## src/rtl/shf_pkg.sv

```systemverilog
package shf_pkg;
  localparam int unsigned SHF_DATA_W = 64;

  typedef enum logic [1:0] {
    SHF_LL  = 2'b00,
    SHF_RL  = 2'b01,
    SHF_LL2 = 2'b10,
    SHF_RA  = 2'b11
  } shf_op_e;

  typedef struct packed {
    logic right;
    logic arith;
  } shf_ctl_t;

  function automatic shf_ctl_t shf_decode(input logic [1:0] op);
    shf_ctl_t c;
    c.right = op[0];
    c.arith = op[0] & op[1];
    return c;
  endfunction
endpackage

```

## src/rtl/shf_cnt_sel.sv

```systemverilog
module shf_cnt_sel #(
  parameter int unsigned CNT_W = 6
) (
  input  logic [CNT_W-1:0] reg_cnt_i,
  input  logic [CNT_W-1:0] imm_cnt_i,
  input  logic             imm_sel_i,
  input  logic             wide_i,
  output logic [CNT_W-1:0] cnt_o
);
  logic [CNT_W-1:0] raw_cnt;
  logic [CNT_W-1:0] width_mask;

  assign raw_cnt = imm_sel_i ? imm_cnt_i : reg_cnt_i;

  // word mode drops the top count bit
  always_comb begin
    width_mask = '1;
    if (!wide_i) width_mask[CNT_W-1] = 1'b0;
  end

  assign cnt_o = raw_cnt & width_mask;
endmodule

```

## src/rtl/shf_log_core.sv

```systemverilog
module shf_log_core #(
  parameter int unsigned DATA_W = 64,
  localparam int unsigned CNT_W = $clog2(DATA_W)
) (
  input  logic [DATA_W-1:0] vec_i,
  input  logic [CNT_W-1:0]  cnt_i,
  input  logic              fill_i,
  output logic [DATA_W-1:0] vec_o
);
  logic [DATA_W-1:0] stage [CNT_W+1];

  assign stage[0] = vec_i;

  for (genvar s = 0; s < CNT_W; s++) begin : g_stage
    localparam int unsigned SH = 1 << s;
    assign stage[s+1] = cnt_i[s] ? {{SH{fill_i}}, stage[s][DATA_W-1:SH]} : stage[s];
  end

  assign vec_o = stage[CNT_W];
endmodule

```

## src/rtl/shf_bit_rev.sv

```systemverilog
module shf_bit_rev #(
  parameter int unsigned DATA_W = 64
) (
  input  logic              en_i,
  input  logic [DATA_W-1:0] vec_i,
  output logic [DATA_W-1:0] vec_o
);
  logic [DATA_W-1:0] flipped;

  for (genvar b = 0; b < DATA_W; b++) begin : g_bit
    assign flipped[b] = vec_i[DATA_W-1-b];
  end

  assign vec_o = en_i ? flipped : vec_i;
endmodule

```

## src/rtl/shf64_unit.sv

```systemverilog
module shf64_unit #(
  parameter int unsigned DATA_W = shf_pkg::SHF_DATA_W,
  localparam int unsigned HALF_W = DATA_W / 2,
  localparam int unsigned CNT_W = $clog2(DATA_W)
) (
  input  logic [DATA_W-1:0] data_i,
  input  logic [DATA_W-1:0] reg_cnt_i,
  input  logic [CNT_W-1:0]  imm_cnt_i,
  input  logic              cnt_imm_sel_i,
  input  logic [1:0]        op_i,
  input  logic              wide_i,
  output logic [DATA_W-1:0] result_o
);
  import shf_pkg::*;

  shf_ctl_t          ctl;
  logic [CNT_W-1:0]  cnt;
  logic [DATA_W-1:0] opnd;
  logic [DATA_W-1:0] core_in;
  logic [DATA_W-1:0] core_out;
  logic [DATA_W-1:0] shifted;
  logic              fill;
  logic              unused_cnt_hi;

  assign ctl = shf_decode(op_i);
  assign unused_cnt_hi = ^reg_cnt_i[DATA_W-1:CNT_W];

  shf_cnt_sel #(.CNT_W(CNT_W)) u_cnt (
    .reg_cnt_i (reg_cnt_i[CNT_W-1:0]),
    .imm_cnt_i (imm_cnt_i),
    .imm_sel_i (cnt_imm_sel_i),
    .wide_i    (wide_i),
    .cnt_o     (cnt)
  );

  // word mode: extend low half so a full-width right shift yields the word result
  always_comb begin
    if (wide_i)         opnd = data_i;
    else if (ctl.arith) opnd = {{HALF_W{data_i[HALF_W-1]}}, data_i[HALF_W-1:0]};
    else                opnd = {{HALF_W{1'b0}}, data_i[HALF_W-1:0]};
  end

  assign fill = ctl.arith & opnd[DATA_W-1];

  // left shifts run through the right shifter between two reversals
  shf_bit_rev #(.DATA_W(DATA_W)) u_rev_in (
    .en_i  (~ctl.right),
    .vec_i (opnd),
    .vec_o (core_in)
  );

  shf_log_core #(.DATA_W(DATA_W)) u_core (
    .vec_i  (core_in),
    .cnt_i  (cnt),
    .fill_i (fill),
    .vec_o  (core_out)
  );

  shf_bit_rev #(.DATA_W(DATA_W)) u_rev_out (
    .en_i  (~ctl.right),
    .vec_i (core_out),
    .vec_o (shifted)
  );

  always_comb begin
    result_o = shifted;
    if (!wide_i && !ctl.arith) result_o[DATA_W-1:HALF_W] = '0;
  end
endmodule

```

## config.mk

```make
export PLATFORM = sky130hd
export DESIGN_NAME = shf64_unit
export DESIGN_NICKNAME = d
export VERILOG_FILES = /design/src/rtl/shf_pkg.sv /design/src/rtl/shf_cnt_sel.sv /design/src/rtl/shf_log_core.sv /design/src/rtl/shf_bit_rev.sv /design/src/rtl/shf64_unit.sv
export SDC_FILE = /design/constraint.sdc
export NUM_CORES = 1
export LEC_CHECK = 0
export ABC_AREA = 1
export CAP_MARGIN = 10
export CORE_AREA = 2 2 114 116
export DETAILED_ROUTE_END_ITERATION = 6
export DIE_AREA = 0 0 116 118
export PLACE_DENSITY_LB_ADDON = 0.05
export SYNTH_ARGS = -nofsm -noshare
export SYNTH_HDL_FRONTEND = slang
export SYNTH_HIERARCHICAL = 1
export SYNTH_SLANG_ARGS = --single-unit
```

## constraint.sdc

```tcl
create_clock -name vclk -period 3.4
set_input_delay 0.34 -clock vclk [all_inputs]
set_output_delay 0.34 -clock vclk [all_outputs]
set_load 0.01 [all_outputs]
```

==> key figures <==
Power and ir drop
  • Int Power: 0.872 mW
  • Leak: between 5 and 6 nW
  • Register share of total power: 0%
  • Net switching power: 1.31 mW
  • Gate power share: 100.0%
  • Power Density: 241 mW/mm^2
  • Worst vdd rail ir drop: ~0.00018 V
  • Share of power burned in the clock network: 0%
  • Switching portion of total power: around 60%

Hold path
  • Hold EP: result_o[54]
  • Hold path start: op_i[1]
  • Worst hold path type: input pin to output port
  • Number of cells on the worst hold path: 5

Timing
  • Final clock period utilization by the worst path: 96.6%
  • Total setup violations reported at the end of the flow: 0
  • Peak Freq: 304 MHz
  • Number of hold violations in the final report: 0
  • Total count of max-transition violations in the final report: 0
  • Sum of negative setup slack: 0 ps
  • Worst hold slack after final layout: around 1800 ps
  • RSZ-0062 raised after global routing: yes
  • Setup ws final: about 120 ps
  • Max_slew headroom: around 60%
  • Slew of the pin with the lowest slew margin: 600 ps
  • Time the worst path needs with I/O delays and setup: ~3300 ps

Place
  • DP HPWL: between 20 and 25 mm
  • Post-Place Setup Slack: -422 ps
  • Buffers added on ports: roughly 140
  • RePlAce Congestion: between 1 and 1.5
  • Standard cell area after detailed placement: 0.00881 sq mm

Yosys
  • Post-synthesis cell type count: 21
  • Post-Synthesis Net Count: 1648
  • Post-synthesis sequential area ratio: 0%
  • Per-instance average area after synthesis: between 4 and 5 sq um
  • Area of the mapped netlist: around 0.0068 sq mm
  • Count of yosys warnings during synthesis: 6
  • Synthesized netlist cell count: ~1500

Cells and area
  • Fillcell total: roughly 1200
  • End-of-flow core utilization: approximately 73%
  • Combined area of the multi-input logic cells: around 0.0063 sq mm
  • Count of sequential standard cells: 0
  • Number of nets at the end of the flow: approximately 1800
  • Area delta synth->final: 34.1%
  • FF+latch area: 0 sq um
  • Layout clock buffers: 0
  • Proportion of layout cells with a drive suffix above 1: between 15 and 20%
  • Post-Layout Inst Area: about 0.009 sq mm
  • Antenna fix cells: 0

Worst setup path
  • Critical Path Source: data_i[31]
  • Largest fanout of any net on the critical path: 8
  • Required time of the critical path: roughly 3000 ps
  • Crit. End Element: output port
  • Critical Setup Path Class: input pin to output port
  • Crit path launch type: input pin
  • Signal arrival time at the worst endpoint: between 2000 and 3000 ps

Global routing
  • Number of antenna violations at the first check in global routing: 0
  • Vias in the first global route: between 9000 and 10000
  • Overflow left after global routing: 0
  • Global router's overall resource usage: approximately two fifths
  • Global-route wire length before repair: between 40 and 50 mm
  • Largest net degree at the start of global routing: 66

Floorplanning
  • Die Outline Area: around 0.014 sq mm
  • Die Span X: 116 um
  • Standard cell core area: about 0.012 sq mm
  • Io pins: between 200 and 250
  • Vert. Die Dim: 118 um
  • Std-Cell Rows: just over 40
  • Effective utilization at floorplan: about 54%

Routing
  • Final wirelength: approximately 28 mm
  • Via density per instance: about 5.9
  • Iteration-0 DRC Markers: about 1700
  • Vias after detailed routing: about 11000
  • Number of nets still failing antenna checks after routing: 0
  • Post-detailed-route DRC marker count: 0
  • First drt pass iteration count: 7
  • Detail-routed net length per standard cell: 15.6 um

Outcome
  • Status: completed

Run
  • Maximum Capacitance Violations: 0

Clock network
  • Hold buffer count at cts: 0
## layer usage
layer	vias up	routed length [um]	track usage, %
met5	-	0	0
met4	0	1610	18.1
met3	154	3310	6.85
met2	781	12700	64.3
met1	4702	10800	50.7
li1	5159	-	-
## stage by stage
stage / power [mW] / instances
6_report: 2.18 / 1815
3_3_place_gp: 2.08 / 1809
2_1_floorplan: 1.26 / 1510
4_1_cts: 2.09 / 1815
3_5_place_dp: 2.12 / 1809
5_1_grt: 2.37 / 1815
## repair_timing
action / in CTS / in global routing
resized for setup: 90 / 157
endpoints found under the hold margin: 0 / 0
cloned: 5 / 0
pin swaps: 2 / 3
setup endpoints to repair: 64 / 62
buffers inserted: 1 / 0
## layout by cell type, fill, tap and decap left out, types with 2 or more instances in the layout
cell,count
inv_1,11
nand3_2,43
inv_4,2
clkdlybuf4s15_1,8
nand3_1,397
buf_4,78
clkbuf_2,36
dlygate4sd2_1,18
nand2_8,2
buf_12,25
nand2_2,33
clkdlybuf4s50_1,78
buf_2,4
inv_2,5
a21boi_2,29
a21boi_1,2
o21ai_4,4
nand2_1,853
buf_16,2
## power by group through the flow
stage	logic (mW)	registers (mW)	clock network, mW
2_1_floorplan	1.26	0	0
3_3_place_gp	2.08	0	0
3_5_place_dp	2.12	0	0
4_1_cts	2.09	0	0
5_1_grt	2.37	0	0
6_report	2.18	0	0
## Yosys cell counts, drive strengths merged
| cell | instances | share of area, % |
|---|---|---|
| nor2 | 3 | 0.28 |
| nand3 | 440 | 33 |
| a21boi | 32 | 5.2 |
| inv | 21 | 1.2 |
| a21oi | 1 | 0.074 |
| o21ai | 6 | 0.50 |
| buf | 88 | 7.1 |
| clkbuf | 32 | 3.6 |
| nand2 | 887 | 49 |
## critical path, cell delays in order
cell,delay [ps]
clkdlybuf4s50_1,490
inv_1,70
nor2_4,120
buf_12,150
nand2_4,120
nand2_1,110
nand2_1,80
nand2_2,90
nand2_1,90
nand3_1,110
nand3_1,130
nand2_1,90
nand2_1,80
nand3_1,170
nand3_1,120
nand2_1,90
buf_4,100
nand2_1,40
nand2_1,90
dlygate4sd2_1,260
## kinds of logic after synthesis
group	share of synthesized area, %
AND/OR/NAND/NOR	82.3
buffers and inverters	11.9
AO/OA/AOI/OAI	5.74
## how the worst max path moves through the flow
stage	endpoint	slack, ps	cells after the start
5_1_grt	result_o[33]	-90	24
2_1_floorplan	result_o[32]	990	18
6_report	result_o[18]	120	20
4_1_cts	result_o[36]	30	20
3_3_place_gp	result_o[32]	-300	21
3_5_place_dp	result_o[43]	-420	18
## layout make-up
type | instances | area share, %
inverters | 21 | 1.12
multi-input cells | 1371 | 69.9
well taps | 172 | 2.38
repair buffers | 251 | 26.6
Power figures use the tool's default switching activity.
